**config.mk**
```make
export PLATFORM = sky130hd
export DESIGN_NAME = sbus_fabric
export DESIGN_NICKNAME = d
export VERILOG_FILES = /design/src/rtl/sbus_pkg.sv /design/src/rtl/sbus_watchdog.sv /design/src/rtl/sbus_window_slave.sv /design/src/rtl/sbus_resp_merge.sv /design/src/rtl/sbus_fabric.sv
export SDC_FILE = /design/constraint.sdc
export NUM_CORES = 1
export LEC_CHECK = 0
export BUFFER_PORTS_ARGS = -buffer_cell sky130_fd_sc_hd__buf_2
export CORE_UTILIZATION = 40
export CTS_BUF_LIST = sky130_fd_sc_hd__clkbuf_8
export DETAILED_ROUTE_END_ITERATION = 12
export HOLD_SLACK_MARGIN = 0.08
export SLEW_MARGIN = 15
export SYNTH_ARGS = -nofsm -noshare
export SYNTH_HDL_FRONTEND = slang
export SYNTH_HIERARCHICAL = 1
export SYNTH_SLANG_ARGS = --single-unit
```
**constraint.sdc**
```tcl
create_clock -name clk -period 2.26 [get_ports clk]
set_input_delay 0.339 -clock clk [delete_from_list [all_inputs] [get_ports clk]]
set_output_delay 0.339 -clock clk [all_outputs]
set_load 0.03 [all_outputs]
```
**src/rtl/sbus_pkg.sv**
```systemverilog
package sbus_pkg;

  typedef enum logic {
    OP_READ  = 1'b0,
    OP_WRITE = 1'b1
  } sbus_op_e;

  // Response delay of the slave at position idx in the window map
  function automatic int unsigned slave_latency(int unsigned base, int unsigned step,
                                                int unsigned idx);
    return base + step * idx;
  endfunction

endpackage

```
**src/rtl/sbus_watchdog.sv**
```systemverilog
module sbus_watchdog #(
  parameter int unsigned TIMEOUT = 16
) (
  input  logic clk,
  input  logic rst_n,
  input  logic start_i,
  input  logic done_i,
  output logic accept_o,
  output logic busy_o,
  output logic expire_o
);
  localparam int unsigned CNT_W = $clog2(TIMEOUT + 1);
  localparam logic [CNT_W-1:0] LOAD = CNT_W'(TIMEOUT - 1);

  logic             busy_q, busy_d;
  logic [CNT_W-1:0] cnt_q, cnt_d;
  logic             cnt_en;

  assign accept_o = start_i && !busy_q;
  assign busy_o   = busy_q;
  assign expire_o = busy_q && (cnt_q == '0) && !done_i;

  always_comb begin
    busy_d = busy_q;
    cnt_d  = cnt_q;
    cnt_en = 1'b0;
    if (accept_o) begin
      busy_d = 1'b1;
      cnt_d  = LOAD;
      cnt_en = 1'b1;
    end else if (busy_q && (done_i || cnt_q == '0)) begin
      busy_d = 1'b0;
      cnt_d  = '0;
      cnt_en = 1'b1;
    end else if (busy_q) begin
      cnt_d  = cnt_q - 1'b1;
      cnt_en = 1'b1;
    end
  end

  always_ff @(posedge clk or negedge rst_n) begin
    if (!rst_n) begin
      busy_q <= 1'b0;
      cnt_q  <= '0;
    end else if (cnt_en) begin
      busy_q <= busy_d;
      cnt_q  <= cnt_d;
    end
  end

endmodule

```
**src/rtl/sbus_window_slave.sv**
```systemverilog
module sbus_window_slave
  import sbus_pkg::*;
#(
  parameter int unsigned ADDR_W    = 8,
  parameter int unsigned DATA_W    = 16,
  parameter int unsigned WIN_SHIFT = 4,
  parameter int unsigned SLV_WORDS = 4,
  parameter int unsigned IDX       = 0,
  parameter int unsigned LATENCY   = 1
) (
  input  logic              clk,
  input  logic              rst_n,
  input  logic              start_i,
  input  sbus_op_e          op_i,
  input  logic [ADDR_W-1:0] addr_i,
  input  logic [DATA_W-1:0] wdata_i,
  output logic              done_o,
  output logic [DATA_W-1:0] rdata_o
);
  localparam int unsigned TAG_W = ADDR_W - WIN_SHIFT;
  localparam int unsigned OFS_W = (SLV_WORDS > 1) ? $clog2(SLV_WORDS) : 1;
  localparam int unsigned LAT_W = $clog2(LATENCY + 1);
  localparam logic [TAG_W-1:0] TAG  = TAG_W'(IDX);
  localparam logic [LAT_W-1:0] LLD  = LAT_W'(LATENCY - 1);

  logic              hit;
  logic              pend_q, pend_d;
  logic [LAT_W-1:0]  lat_q, lat_d;
  sbus_op_e          op_q, op_d;
  logic [OFS_W-1:0]  ofs_q, ofs_d;
  logic [DATA_W-1:0] wd_q, wd_d;
  logic              ctl_en, req_en;
  logic              mem_we;
  logic [DATA_W-1:0] mem_q [SLV_WORDS];

  // Window compare: tag field selects the slave, offset must fall inside storage
  assign hit = (addr_i[ADDR_W-1:WIN_SHIFT] == TAG) &&
               (32'(addr_i[WIN_SHIFT-1:0]) < SLV_WORDS);

  assign done_o  = pend_q && (lat_q == '0);
  assign mem_we  = done_o && (op_q == OP_WRITE);
  assign rdata_o = (done_o && op_q == OP_READ) ? mem_q[ofs_q] : '0;

  always_comb begin
    pend_d = pend_q;
    lat_d  = lat_q;
    op_d   = op_q;
    ofs_d  = ofs_q;
    wd_d   = wd_q;
    ctl_en = 1'b0;
    req_en = 1'b0;
    if (start_i && hit) begin
      pend_d = 1'b1;
      lat_d  = LLD;
      op_d   = op_i;
      ofs_d  = addr_i[OFS_W-1:0];
      wd_d   = wdata_i;
      ctl_en = 1'b1;
      req_en = 1'b1;
    end else if (done_o) begin
      pend_d = 1'b0;
      ctl_en = 1'b1;
    end else if (pend_q) begin
      lat_d  = lat_q - 1'b1;
      ctl_en = 1'b1;
    end
  end

  always_ff @(posedge clk or negedge rst_n) begin
    if (!rst_n) begin
      pend_q <= 1'b0;
      lat_q  <= '0;
    end else if (ctl_en) begin
      pend_q <= pend_d;
      lat_q  <= lat_d;
    end
  end

  always_ff @(posedge clk or negedge rst_n) begin
    if (!rst_n) begin
      op_q  <= OP_READ;
      ofs_q <= '0;
      wd_q  <= '0;
    end else if (req_en) begin
      op_q  <= op_d;
      ofs_q <= ofs_d;
      wd_q  <= wd_d;
    end
  end

  for (genvar w = 0; w < SLV_WORDS; w++) begin : g_word
    always_ff @(posedge clk or negedge rst_n) begin
      if (!rst_n) begin
        mem_q[w] <= '0;
      end else if (mem_we && ofs_q == OFS_W'(w)) begin
        mem_q[w] <= wd_q;
      end
    end
  end

endmodule

```
**src/rtl/sbus_resp_merge.sv**
```systemverilog
module sbus_resp_merge #(
  parameter int unsigned NUM_SLV = 3,
  parameter int unsigned DATA_W  = 16
) (
  input  logic [NUM_SLV-1:0]             slv_done_i,
  input  logic [NUM_SLV-1:0][DATA_W-1:0] slv_rdata_i,
  input  logic                           expire_i,
  output logic                           any_done_o,
  output logic                           done_o,
  output logic                           err_o,
  output logic [DATA_W-1:0]              rdata_o
);
  logic [DATA_W-1:0] or_data;

  // Windows are disjoint and idle slaves drive zero, so an OR tree is the mux
  always_comb begin
    or_data = '0;
    for (int i = 0; i < NUM_SLV; i++) begin
      or_data = or_data | slv_rdata_i[i];
    end
  end

  assign any_done_o = |slv_done_i;
  assign done_o     = any_done_o || expire_i;
  assign err_o      = expire_i;
  assign rdata_o    = expire_i ? '1 : or_data;

endmodule

```
**src/rtl/sbus_fabric.sv**
```systemverilog
module sbus_fabric
  import sbus_pkg::*;
#(
  parameter int unsigned ADDR_W    = 8,
  parameter int unsigned DATA_W    = 16,
  parameter int unsigned NUM_SLV   = 3,
  parameter int unsigned WIN_SHIFT = 4,
  parameter int unsigned SLV_WORDS = 4,
  parameter int unsigned BASE_LAT  = 1,
  parameter int unsigned LAT_STEP  = 2,
  parameter int unsigned TIMEOUT   = 16
) (
  input  logic              clk,
  input  logic              rst_n,
  input  logic              m_start,
  input  logic              m_write,
  input  logic [ADDR_W-1:0] m_addr,
  input  logic [DATA_W-1:0] m_wdata,
  output logic              m_done,
  output logic              m_err,
  output logic [DATA_W-1:0] m_rdata,
  output logic              m_busy
);
  logic                           accept;
  logic                           expire;
  logic                           any_done;
  logic [NUM_SLV-1:0]             slv_done;
  logic [NUM_SLV-1:0][DATA_W-1:0] slv_rdata;
  sbus_op_e                       op;

  assign op = sbus_op_e'(m_write);

  sbus_watchdog #(
    .TIMEOUT (TIMEOUT)
  ) u_wdog (
    .clk      (clk),
    .rst_n    (rst_n),
    .start_i  (m_start),
    .done_i   (any_done),
    .accept_o (accept),
    .busy_o   (m_busy),
    .expire_o (expire)
  );

  for (genvar i = 0; i < NUM_SLV; i++) begin : g_slv
    sbus_window_slave #(
      .ADDR_W    (ADDR_W),
      .DATA_W    (DATA_W),
      .WIN_SHIFT (WIN_SHIFT),
      .SLV_WORDS (SLV_WORDS),
      .IDX       (i),
      .LATENCY   (slave_latency(BASE_LAT, LAT_STEP, i))
    ) u_slv (
      .clk     (clk),
      .rst_n   (rst_n),
      .start_i (accept),
      .op_i    (op),
      .addr_i  (m_addr),
      .wdata_i (m_wdata),
      .done_o  (slv_done[i]),
      .rdata_o (slv_rdata[i])
    );
  end

  sbus_resp_merge #(
    .NUM_SLV (NUM_SLV),
    .DATA_W  (DATA_W)
  ) u_merge (
    .slv_done_i  (slv_done),
    .slv_rdata_i (slv_rdata),
    .expire_i    (expire),
    .any_done_o  (any_done),
    .done_o      (m_done),
    .err_o       (m_err),
    .rdata_o     (m_rdata)
  );

endmodule

```
Word level (Yosys, flattened, before mapping)

Cells that the tools add are included.

Input bits: 28
Bits in registers: 264
Logic and storage cells: 170

Equality and inequality tests: 14
Add/sub/neg operators: 4
Mux-type cells: 48
Reduce and logical (&&, ||, !) cells: 62
Bitwise logic cells: 9
Magnitude comparators: 4

Operators with widths:

| cell                  | count |
|---|---|
| $mux W16              | 10 |
| $bmux W16 S2          | 3 |
| $or A16 B16 Y16       | 2 |
| $logic_and A1 B1 Y1   | 31 |
| $mux W1               | 26 |
| $reduce_and A2 Y1     | 8 |
| $mux W5               | 3 |
| $reduce_bool A2 Y1    | 7 |
| $eq A2 B2 Y1 const B  | 6 |
| $ge A3 B3 Y1 const B  | 3 |
| $mux W3               | 3 |
| $not A2 Y3            | 3 |
| $reduce_and A3 Y1     | 3 |
| $logic_not A2 Y1      | 4 |
| $eq A2 B1 Y1 const B  | 3 |
| $mux W2               | 3 |
| $ne A2 B2 Y1 const B  | 3 |
| $logic_not A5 Y1      | 1 |
| $sub A5 B1 Y5 const B | 1 |
| $eq A4 B1 Y1 const B  | 1 |
| $eq A4 B2 Y1 const B  | 1 |
| $logic_not A4 Y1      | 1 |
| $lt A4 B3 Y1 const B  | 1 |
| $not A1 Y1            | 4 |
| other kinds (8)       | 10 |

Depth between registers and ports, before layout

Word-level depth: 8
Depth in mapped cells: 9
Depth with buffers taken out: 8

By module

Netlist, hierarchy kept.

Modules (own cells, without submodules):

| module                             | seq. area each (sq um) | times used | area each (sq um) | cells each |
|---|---|---|---|---|
| sbus_window_slave (g_slv[2].u_slv) | 2177.1                 | 1          | 3922.5            | 244 |
| sbus_window_slave (g_slv[0].u_slv) | 2127.0                 | 1          | 3841.2            | 226 |
| sbus_window_slave (g_slv[1].u_slv) | 2152.1                 | 1          | 3809.9            | 232 |
| sbus_watchdog                      | 150.1                  | 1          | 322.8             | 33 |
| sbus_resp_merge                    | 0.0                    | 1          | 186.4             | 20 |

Worst setup path before layout

Ideal clock, no wire load.

Path kind: register to output
Start: register g_slv[1].u_slv.lat_q[0]
End: output m_rdata[14]
Arrival time: 2.209 ns
Path buffers: 1
Stages on the path, launching flop included: 9
Path slack: -0.288 ns
Cell sequence: dfrtp_1 > inv_1 > ha_1 > and2_1 > or3_1 > nand2b_1 > nor3_1 > buf_6 > or4_1

Elaborated cells on any way between the ends: 10
Classes of those cells: 2 x mux; 2 x bitwise; 6 x reduce/logical

RTL lines:

| item                   | line                    | text |
|---|---|---|
| start, declared        | sbus_window_slave.sv:28 | `logic [LAT_W-1:0] lat_q, lat_d;` |
| start signal, assigned | sbus_window_slave.sv:75 | `lat_q <= lat_d;` |
| $logic_not A2 Y1       | sbus_window_slave.sv:40 | `assign done_o = pend_q && (lat_q == '0);` |
| $logic_and A1 B1 Y1    | sbus_window_slave.sv:40 |  |
| named net slv_done[1]  | sbus_fabric.sv:27       | `logic [NUM_SLV-1:0] slv_done;` |
| $reduce_or A3 Y1       | sbus_resp_merge.sv:23   | `assign any_done_o = \|slv_done_i;` |
| named net any_done     | sbus_fabric.sv:26       | `logic any_done;` |
| $logic_not A1 Y1       | sbus_watchdog.sv:21     | `assign expire_o = busy_q && (cnt_q == '0) && !done_i;` |
| $logic_and A1 B1 Y1    | sbus_watchdog.sv:21     |  |
| named net expire       | sbus_fabric.sv:25       | `logic expire;` |
| $mux W16               | sbus_resp_merge.sv:26   | `assign rdata_o = expire_i ? '1 : or_data;` |
| end, declared          | sbus_fabric.sv:21       | `output logic [DATA_W-1:0] m_rdata,` |

The timed path passes the listed nets, and every way through them passes these cells.

==> flow_summary.yaml <==
status:
  status: "complete, but fails checks"
  violations: "setup timing"
sta:
  setup_tns_ns: -10.10
  tightest_slew_ns: 0.515
  rsz0062_at_grt: "true"
  slew_headroom_pct: 65.6
  fin_skew_ns: 0.0157
  finalMaxSlewViolations: 0
  setup_slack_ns: -0.602
  setup_viol: 18
  whs_ns: 0.0987
  finalHoldViolations: 0
  period_share_pct: 127
  fmax_mhz: 349
  finalCriticalPeriod_ns: 2.86
clock_tree:
  cts_tree: "done"
  cts_root_buffer: "clkbuf_8"
  cts_buffer_depth: 3
  clock-sinks: 264
  clock_latency_ns: 0.55
  h-tree-depth: 2
  cts_made_buffers: 46
  path_clk_slew_ns: 0.06
final_layout:
  area_growth_pct: 22.4
  fin_cells: 1321
  layout.nets: 932
  fillers: 2508
  layout_common_cells: "dfrtp_1, mux2_2, clkbuf_8"
  drive_gt1_share_pct: 59.6
  n_antenna_cell: 0
  final_common_cell: "dfrtp_1"
  post-route-util_pct: 49.8
die:
  dieArea_sq_mm: 0.0309
  start_util_pct: 40.7
  dieWidth_microns: 176
  core_area_sq_mm: 0.0297
  die_h_microns: 176
  io_pins: 47
  num_rows: 63
logic_synthesis:
  ys.warnings.count: 6
  syn-cell-area_sq_mm: 0.0121
  syn_inst: 755
  synth-seq-area-share_pct: 54.7
  ys_types: 50
  synth_nets: 787
  post_synth.cell_area_avg_sq_um: 16.0
  ys_seq_elements: 264
hold_path:
  hold_path_depth: 2
  hp-class: "in2reg"
worst_setup_path:
  worst_r2r_path_depth: 9
  arrival_ns: 2.52
  crit_type: "reg2out"
  required_ns: 1.92
  startpoint_type: "flip-flop"
  path_max_fanout: 6
  cp-end-kind: "output port"
power:
  p_switching_mw: 2.88
  p_per_area_mw_per_mm2: 751
  intPower_mw: 8.23
  power.share.clock_pct: 39.8
  leakage_nw: 7.19
  ir_drop_uv: 374
  power_mw: 11.1
  swShare_pct: 25.9
  seqPwrFrac_pct: 46.1
  combPwrFrac_pct: 14.1
grt:
  grt-ovfl-total: 0
  grt_pass1_wl_mm: 43.8
  antenna_found_initial: 1
  track_usage_pct: 18.7
  grt_max_degree: 64
  grt_pass1_vias: 7331
place:
  gp_congestion: 0.750
  hpwl_mm: 18.4
  port_buffers: 46
  place_inst: 1213
job:
  cap_violations: 0
detailed_routing:
  antenna_left: 0
  drt_first_pass_iters: 4
  drc_errors: 0
  wl_per_cell_microns: 20.8
  drt_iter0_drc: 251
  via_per_inst: 5.17
  drt-total-wl_mm: 27.5
  num_vias: 6835
repair_timing:
item	in CTS	in global routing
pin swaps	3	6
setup endpoints to repair	18	18
buffers inserted	14	4
hold buffers	11	0
endpoints found under the hold margin	80	0
gates resized for setup	60	34
cloned	1	0
layout make-up:
type / count / area, sq um / share of cell area [%]
Inverter: 6 / 22.5 / 0.152
Tap cell: 390 / 488 / 3.30
Clock buffer: 64 / 881 / 5.96
Sequential cell: 264 / 6610 / 44.7
Clock inverter: 15 / 71.3 / 0.482
Timing Repair Buffer: 139 / 1380 / 9.31
Multi-Input combinational cell: 443 / 5340 / 36.1
metrics by stage:
stage	cell area, sq um	setup slack (ns)
global route	14800	-0.686
detailed placement	13200	-0.215
CTS	14600	-0.670
floorplan	12100	-0.00917
finish	14800	-0.602
global placement	13200	-0.159
worst max-delay path, cell delays in order (launching register included):
cell and delay, ns:
dfrtp_1 0.40, buf_6 0.16, mux4_2 0.55, nor2b_4 0.15, or4_4 0.55, buf_6 0.16
power by group through the flow:
stage                     Clock (mW)  Combinational (mW)  Sequential, mW
after floorplan                    0               0.792            5.13
after global placement             0                1.30            5.18
after detailed placement           0                1.31            5.18
after CTS                       4.57                1.53            5.11
after global routing            4.79                1.69            5.14
final                           4.43                1.57            5.12
registers in the layout, indices dropped and copies added (netlist names):
| register | flops |
|---|---|
| g_slv.u_slv/mem_q | 192 |
| g_slv.u_slv/wd_q | 48 |
| g_slv.u_slv/lat_q | 6 |
| g_slv.u_slv/ofs_q | 6 |
| u_wdog/cnt_q | 5 |
| g_slv.u_slv/op_q | 3 |
| g_slv.u_slv/pend_q | 3 |
| u_wdog/busy_o | 1 |
synthesized netlist by cell type (all sizes together):
master | count | area, sq um
or3b | 1 | 8.76
nor4b | 5 | 50.0
and4b | 1 | 10.0
o211ai | 1 | 7.51
a211o | 1 | 8.76
nand4 | 2 | 33.8
and4bb | 1 | 12.5
mux2 | 249 | 2950
nand3 | 4 | 25.0
buf | 36 | 298
or3 | 4 | 25.0
nand2 | 15 | 56.3
mux2i | 1 | 10.0
dfrtp | 264 | 6610
mux4 | 48 | 1080
o311a | 2 | 20.0
and3 | 3 | 18.8
and2b | 2 | 15.0
nand4b | 2 | 47.6
and2 | 1 | 6.26
nand2b | 3 | 18.8
inv | 6 | 22.5
nor3b | 5 | 65.1
o21a | 3 | 22.5
and3b | 1 | 10.0
a21o | 1 | 7.51
or4 | 17 | 161
nor3 | 5 | 30.0
o21ai | 1 | 5.00
ha | 4 | 50.1
clkbuf | 6 | 22.5
or2b | 2 | 15.0
xnor2 | 1 | 8.76
a21oi | 4 | 20.0
nor2b | 48 | 308
nor2 | 5 | 21.3
routing by layer:
metal	track usage, %	part of all wire [%]
met1	26.8	48
met2	29.5	47
met3	2.94	3.1
met4	5.43	1.7
met5	0	0
cells by family (layout without fill, tap and decap cells):
family                     Yosys count  in the layout  synth area share [%]
muxes                              298            298                  33.5
DFF                                264            264                  54.7
and+or+nand+nor                    127            127                  7.77
buffers and inverters               48            224                  2.84
AOI/OAI and AO/OA                   13             13                 0.756
adders and majority gates            4              4                 0.414
xor gates and xnor gates             1              1                0.0725
path summary, 6_finish.rpt:
check	slack, ns	startpoint	endpoint
min	0.1	m_wdata[6]	g_slv[2].u_slv/wd_q[6]$_DFFE_PN0P_
min in group asynchronous	0.32	rst_n	g_slv[2].u_slv/mem_q[17]$_DFFE_PN0P_
max	-0.60	g_slv[2].u_slv/ofs_q[0]$_DFFE_PN0P_	m_rdata[15]
max reg2reg	0.12	g_slv[2].u_slv/lat_q[1]$_DFFE_PN0P_	g_slv[2].u_slv/mem_q[58]$_DFFE_PN0P_
min reg2reg	0.50	g_slv[0].u_slv/mem_q[29]$_DFFE_PN0P_	g_slv[0].u_slv/mem_q[29]$_DFFE_PN0P_
max in group asynchronous	1.20	rst_n	g_slv[2].u_slv/lat_q[1]$_DFFE_PN0P_
Note: power is estimated with default switching activity, not from simulation.
